[config.mk]
export PLATFORM = sky130hd
export DESIGN_NAME = nvword_ctrl
export DESIGN_NICKNAME = d
export VERILOG_FILES = /design/src/rtl/nvword_ctrl.sv
export SDC_FILE = /design/constraint.sdc
export NUM_CORES = 2
export LEC_CHECK = 0
export ABC_AREA = 1
export BUFFER_PORTS_ARGS = -buffer_cell sky130_fd_sc_hd__buf_2
export CELL_PAD_IN_SITES_DETAIL_PLACEMENT = 1
export CELL_PAD_IN_SITES_GLOBAL_PLACEMENT = 1
export CORE_MARGIN = 5
export CORE_UTILIZATION = 40
export CTS_CLUSTER_SIZE = 16
export DETAILED_ROUTE_END_ITERATION = 7
export PLACE_DENSITY_LB_ADDON = 0.05
export SETUP_SLACK_MARGIN = 0.4
export SLEW_MARGIN = 0
export SYNTH_ARGS = -nofsm -noshare
export SYNTH_HDL_FRONTEND = slang
export SYNTH_SLANG_ARGS = --single-unit
[constraint.sdc]
create_clock -name clk -period 2.2 [get_ports clk]
set_clock_uncertainty 0.05 [all_clocks]
set_input_delay 0 -clock clk [delete_from_list [all_inputs] [get_ports clk]]
set_output_delay 0 -clock clk [all_outputs]
set_load 0.01 [all_outputs]
[src/rtl/nvword_ctrl.sv]
module nvword_ctrl #(
  parameter int WORDS    = 64,
  parameter int ADDR_W   = 6,
  parameter int DATA_W   = 16,
  parameter int READ_LAT = 4,
  parameter int PROG_LAT = 12
) (
  input  logic          clk,
  input  logic          rst_n,
  input  logic          reg_wr,
  input  logic          reg_sel,
  input  logic [15:0]   reg_wdata,
  output logic [15:0]   cmd_rdata,
  output logic [15:0]   data_rdata,
  output logic [47:0]   station_addr
);
  localparam int LAT_MAX = (READ_LAT > PROG_LAT) ? READ_LAT : PROG_LAT;
  localparam int CNT_W   = $clog2(LAT_MAX + 1);
  localparam logic [1:0] OP_CTL = 2'd0, OP_WR = 2'd1, OP_RD = 2'd2, OP_ER = 2'd3;
  localparam logic [ADDR_W-1:0] SUB_WEN = ADDR_W'(6'h30), SUB_WDIS = '0;

  logic [DATA_W-1:0] mem [WORDS];
  logic              busy, wel;
  logic [CNT_W-1:0]  cnt;
  logic [1:0]        cur_op;
  logic [ADDR_W-1:0] cur_addr;
  logic [14:0]       last_cmd;
  logic [DATA_W-1:0] data_q;

  wire [1:0]        op_in   = reg_wdata[ADDR_W+1:ADDR_W];
  wire [ADDR_W-1:0] addr_in = reg_wdata[ADDR_W-1:0];
  wire cmd_acc  = reg_wr && !reg_sel && !busy;
  wire data_acc = reg_wr &&  reg_sel && !busy;
  wire start_rd = cmd_acc && op_in == OP_RD;
  wire start_pg = cmd_acc && (op_in == OP_WR || op_in == OP_ER) && wel;
  wire done     = busy && cnt == '0;

  assign cmd_rdata    = {busy, last_cmd};
  assign data_rdata   = data_q;
  assign station_addr = {mem[0], mem[1], mem[2]};

  always_ff @(posedge clk or negedge rst_n) begin
    if (!rst_n) begin
      busy     <= 1'b0;
      wel      <= 1'b0;
      cnt      <= '0;
      cur_op   <= OP_CTL;
      cur_addr <= '0;
      last_cmd <= '0;
      data_q   <= '0;
      for (int i = 0; i < WORDS; i++) mem[i] <= '1;
    end else begin
      if (cmd_acc) begin
        last_cmd <= reg_wdata[14:0];
        cur_op   <= op_in;
        cur_addr <= addr_in;
        if (op_in == OP_CTL && addr_in == SUB_WEN)  wel <= 1'b1;
        if (op_in == OP_CTL && addr_in == SUB_WDIS) wel <= 1'b0;
      end
      if (data_acc) data_q <= reg_wdata;
      if (start_rd) begin
        busy <= 1'b1;
        cnt  <= CNT_W'(READ_LAT - 1);
      end else if (start_pg) begin
        busy <= 1'b1;
        cnt  <= CNT_W'(PROG_LAT - 1);
      end else if (done) begin
        busy <= 1'b0;
        case (cur_op)
          OP_RD: data_q <= mem[cur_addr];
          OP_ER: begin mem[cur_addr] <= '1;     wel <= 1'b0; end
          OP_WR: begin mem[cur_addr] <= data_q; wel <= 1'b0; end
          default: ;
        endcase
      end else if (busy) begin
        cnt <= cnt - 1'b1;
      end
    end
  end
endmodule


Yosys cells after proc, flatten, opt, wreduce, memory -nomap -nowiden
Index checks and enable logic that the tools add are counted.

word-level totals
  flip-flop bits (word level) = 1069
  input bits = 20
  output and inout port bits = 80
  logic and storage cells = 135

cells by class
  add/subtract/negate cells = 1
  magnitude comparators = 2
  equality and inequality tests = 8
  mux-type cells = 26
  bitwise operators = 4
  reductions and logical operators = 23

operator list
  cell                   count
  $pmux W1024 S2         1
  $bwmux W1024           1
  $or A1024 B1024 Y1024  1
  $mux W16               8
  $bmux W16 S6           1
  $demux W16 S6          1
  $mux W4                4
  $logic_and A1 B1 Y1    11
  $mux W1                10
  $eq A2 B2 Y1 const B   4
  $ge A7 B7 Y1 const B   1
  $lt A7 B1 Y1 const B   1
  $not A6 Y7             1
  $eq A6 B6 Y1 const B   1
  $logic_not A6 Y1       1
  $reduce_bool A3 Y1     2
  $eq A2 B1 Y1 const B   2
  $logic_not A4 Y1       1
  $reduce_and A4 Y1      1
  $sub A4 B1 Y4 const B  1
  $ne A3 B3 Y1 const B   1
  $logic_not A1 Y1       2
  $logic_not A2 Y1       1
  $not A1 Y1             2
  4 further kinds        4

Longest topological paths before layout
  word-level depth = 9
  mapped depth = 16
  depth with buffers taken out = 13

Least setup slack after synthesis
No wires, ideal clock.

  kind = reg2reg
  from = register last_cmd[5] (netlist name)
  to = register data_q[10] (netlist: data_rdata[10])
  library setup time = 0.119 ns
  data arrival time = 1.733 ns
  required time = 2.031 ns
  path slack = 0.298 ns
  stages on the path, launching flop included = 12
  buffers on the path = 3
  clock period less this slack = 1.902 ns
  cell sequence = dfrtp_1 > buf_6 > inv_2 > nor3_2 > inv_2 > buf_2 > clkbuf_1 > nor2_1 > nor2_1 > nand3_1 > nor2_1 > nor2_1

RTL lines
  element                 line  source
  end signal: assignment  60    if (data_acc) data_q <= reg_wdata;
  end signal: assignment  70    OP_RD: data_q <= mem[cur_addr];
  end: declaration        28    logic [DATA_W-1:0] data_q;

Worst setup path in the final report
  from = register cur_addr[0]
  to = register data_q[3] (netlist: data_rdata[3])

between the ends
  word-level cells in the longest chain between the ends = 8

ends and longest elaborated chain
  element                                       line  source
  start: declaration                            26    logic [ADDR_W-1:0] cur_addr;
  start signal: assignment                      56    cur_addr <= addr_in;
  $not A6 Y7 (implied by the code)              70
  $bmux W16 S6                                  70
  $mux W16 (implied by the code) (2 in series)  70
  $mux W16                                      69    case (cur_op)
  $mux W16                                      67    end else if (done) begin
  $mux W16                                      64    end else if (start_pg) begin
  $mux W16                                      61    if (start_rd) begin

Every way passes these cells. The select of a mux whose other input is x is not followed.
A chain may end at the register's enable or synchronous reset.

==> results.yml <==
synth:
  synth_cell_types: 38
  synth_top_cell_by_area: "dfstp_2"
  synth_area_leaders: "dfstp_2 44%, nand2_1 11%, nand4_1 9.9%"
  synth_top_area_share_pct: 44.0
  synth_edf_count: 0
  synth.avg_cell_area_um2: 7.62
  ys_ff_latch: 1061
  ys_warn_count: 0
  synth_flop_cell: "dfstp_2"
  synth_most_common_cell: "nand2_1"
  synth_fp_nets: 8044
  syn_inst: 8023
  synth_area_um2: 61100
  ys_seq_area_share_pct: 45.5
  synthArstFlopShare_pct: 100
  synth_common_cells: "1857 x nand2_1, 1467 x inv_1, 1024 x dfstp_2"
power:
  clkPwrFrac_pct: 25.8
  power_per_cell_area_nw_per_um2: 1160
  power.leakage_nw: 39.4
  vdd_drop_max_mv: 0.887
  p_seq_share_pct: 26.9
  switchingPower_w: 0.0408
  swShare_pct: 44.6
  internal_power_w: 0.0508
  combPwrFrac_pct: 47.4
setup_path:
  max_stage_delay_ns: 0.50
  crit_fanout: 8
  cp_cell_sequence: "buf_6 > buf_12 > buf_12 > buf_16 > o211ai_1 > nand2_1 > o21ai_1 > buf_4 > nand3_4 > nor2_4 > a21oi_2"
  crit_path_end_kind: "register"
  path_class: "reg2reg"
  required_ns: 2.80
  cp-start-kind: "register"
  cpMostUsedCell: "buf_12"
  slowest_stage: "dfrtp_4"
  crit_arrival_ns: 3.16
floorplan:
  die_h_um: 401
  initial_utilization_pct: 40.3
  core_area_um2: 152000
  die_area_um2: 161000
  io_pins: 100
  rows: 143
  die_x_um: 401
grt:
  grtUsageTotal_pct: 33.6
  grt_max_degree: 111
  grt_antenna_before_repair: 2
  grt_pass1_vias: 61300
  grt-ovfl-total: 0
  grt_pass1_wl_um: 416000
route:
  finalWirelength_um: 285000
  drt-vias-per-instance: 5.78
  drt-pass1-iter-count: 5
  wl_per_cell_um: 27.1
  vias: 60700
  drt_iter0_markers: 5537
  drtAntennaViolNets: 0
  drc_errors: 0
clock_tree:
  cts_max_path_buffers: 3
  cts_tree: "yes"
  root_buffer: "clkbuf_16"
  h-tree-depth: 4
  cts_sinks: 1061
  clkLatencyLatePin_ns: 0.77
  cts.clk_slew.worst_paths_ns: 0.06
  cts_made_buffers: 137
timing:
  slew_viol_final: 0
  finalWorstSetupSlack_ns: -0.360
  max_slew_margin_pct: 32.2
  final_hold_viol_count: 0
  fmax_mhz: 391
  min_period_ns: 2.56
  worst_pin_slew_ns: 1.01
  finalSetupViolations: 998
  finalCritPeriodShare_pct: 116
  rsz0062_at_grt: "yes"
run_status:
  outcome: "finished, violations left"
  violations: "negative setup slack"
placement:
  hpwl_um: 173000
  port_buffers: 99
  dpl_cell_area_um2: 68100
  dpl_worst_slack_ns: -0.838
  gp_congestion: 0.877
layout:
  nFillCells: 17800
  final_nets: 8385
  syn_to_final_growth_pct: 28.8
  drive_above_1_share_pct: 30.8
  final_area_um2: 78800
job:
  cap_violations: 0
min_path:
  hold_class: "in2async"
[routing by layer]
| metal | GRT usage, % | vias up | wire length [µm] |
|---|---|---|---|
| met2 | 52.1 | 2222 | 128000 |
| met3 | 5.10 | 451 | 20300 |
| met5 | 0 | - | 0 |
| met4 | 10.1 | 0 | 9190 |
| met1 | 48.6 | 31400 | 127000 |
| li1 | - | 26600 | - |
[through the flow]
stage / total power, W / hold WS [ns] / utilization (%) / instances / TNS [ns]
floorplan: 0.0430 / -0.346 / - / 8023 / 0
detailed placement: 0.0617 / 0.165 / 44.8 / 9995 / -34.57
finish: 0.0915 / 0.0490 / 51.9 / 10500 / -95.98
global placement: 0.0614 / 0.165 / 44.8 / 9995 / -21.88
global route: 0.0945 / 0.0798 / 51.9 / 10500 / -169.64
CTS: 0.0894 / 0.0496 / 50.6 / 10400 / -53.24
[registers in the layout, summed over array words and instances (netlist names)]
signal	cells
wel	1
mem	976
cur_op	1
cur_addr	5
cnt	4
station_addr	48
data_rdata	16
last_cmd	9
busy	1
[path summary, 6_finish.rpt]
| path | slack (ns) | from | cells past startpoint | endpoint |
|---|---|---|---|---|
| worst max-delay path | -0.36 | cur_addr[0] | 11 | data_rdata[3] |
| worst min-delay path | 0.05 | rst_n | 3 | cur_addr[0] |
| min in group clk | 0.07 | reg_wdata[5] | 4 | last_cmd[5] |
| max in group asynchronous | 0.87 | rst_n | 3 | mem[322] |
| worst max register to register | -0.36 | cur_addr[0] | 11 | data_rdata[3] |
| worst min register to register | 0.43 | mem[153] | 2 | mem[153] |
[power by group through the flow]
stage               Sequential [W]  Combinational (W)  Clock [W]
finish                      0.0246             0.0433     0.0236
global route                0.0248             0.0449     0.0247
CTS                         0.0245             0.0409     0.0239
detailed placement          0.0248             0.0369          0
global placement            0.0247             0.0368          0
floorplan                   0.0242             0.0189          0
[logic make-up after synthesis]
family,synth area share (%)
DFF,45.5
adders and majority gates,0.0205
and+or+nand+nor,28.2
AOI/OAI and AO/OA,10.8
xor gates and xnor gates,0.0143
buffers and inverters,15.4
[placed cells by master, fill, tap and decap left out, drive strengths merged]
| cell | instances |
|---|---|
| clkbuf | 238 |
| dfrtp | 37 |
| bufinv | 10 |
| diode | 2 |
| dfstp | 1024 |
| nand3 | 255 |
| or2 | 13 |
| bufbuf | 12 |
| nor3 | 68 |
| a21oi | 130 |
| nand4 | 966 |
| nand2 | 1858 |
| a32oi | 13 |
| o21ai | 1063 |
| ha | 1 |
| nor2 | 284 |
| a41oi | 52 |
| dlygate4sd3 | 22 |
| clkinvlp | 3 |
| clkinv | 38 |
| nor4 | 1 |
| o211ai | 11 |
| inv | 1498 |
| o21bai | 1 |
| xor2 | 1 |
| buf | 875 |
[cell type report]
cell class	instances	area [µm²]	area share [%]
Multi-Input combinational cell	4717	25100	31.9
Clock inverter	38	463	0.588
Sequential cell	1061	27800	35.3
Antenna cell	2	5.00	0.00635
Timing Repair inverter	1	16.3	0.0206
Inverter	1510	5790	7.35
Tap cell	2030	2540	3.22
Timing Repair Buffer	936	12800	16.3
Clock buffer	211	4170	5.30
[critical path, delay by kind of cell (launching register included)]
family,cells,cell delay [ns]
buffers and inverters,5,0.74
AOI/OAI and AO/OA,3,0.69
DFF,1,0.50
and+or+nand+nor,3,0.44
[repair_timing]
action | in CTS | in global routing
gates resized for setup | 398 | 295
endpoints found under the hold margin | 725 | 0
setup buffers | 104 | 46
setup endpoints to repair | 1047 | 1050
hold buffers | 22 | 0
gates cloned | 55 | 33
pin swaps | 92 | 94
Power figures use the tool's default switching activity.
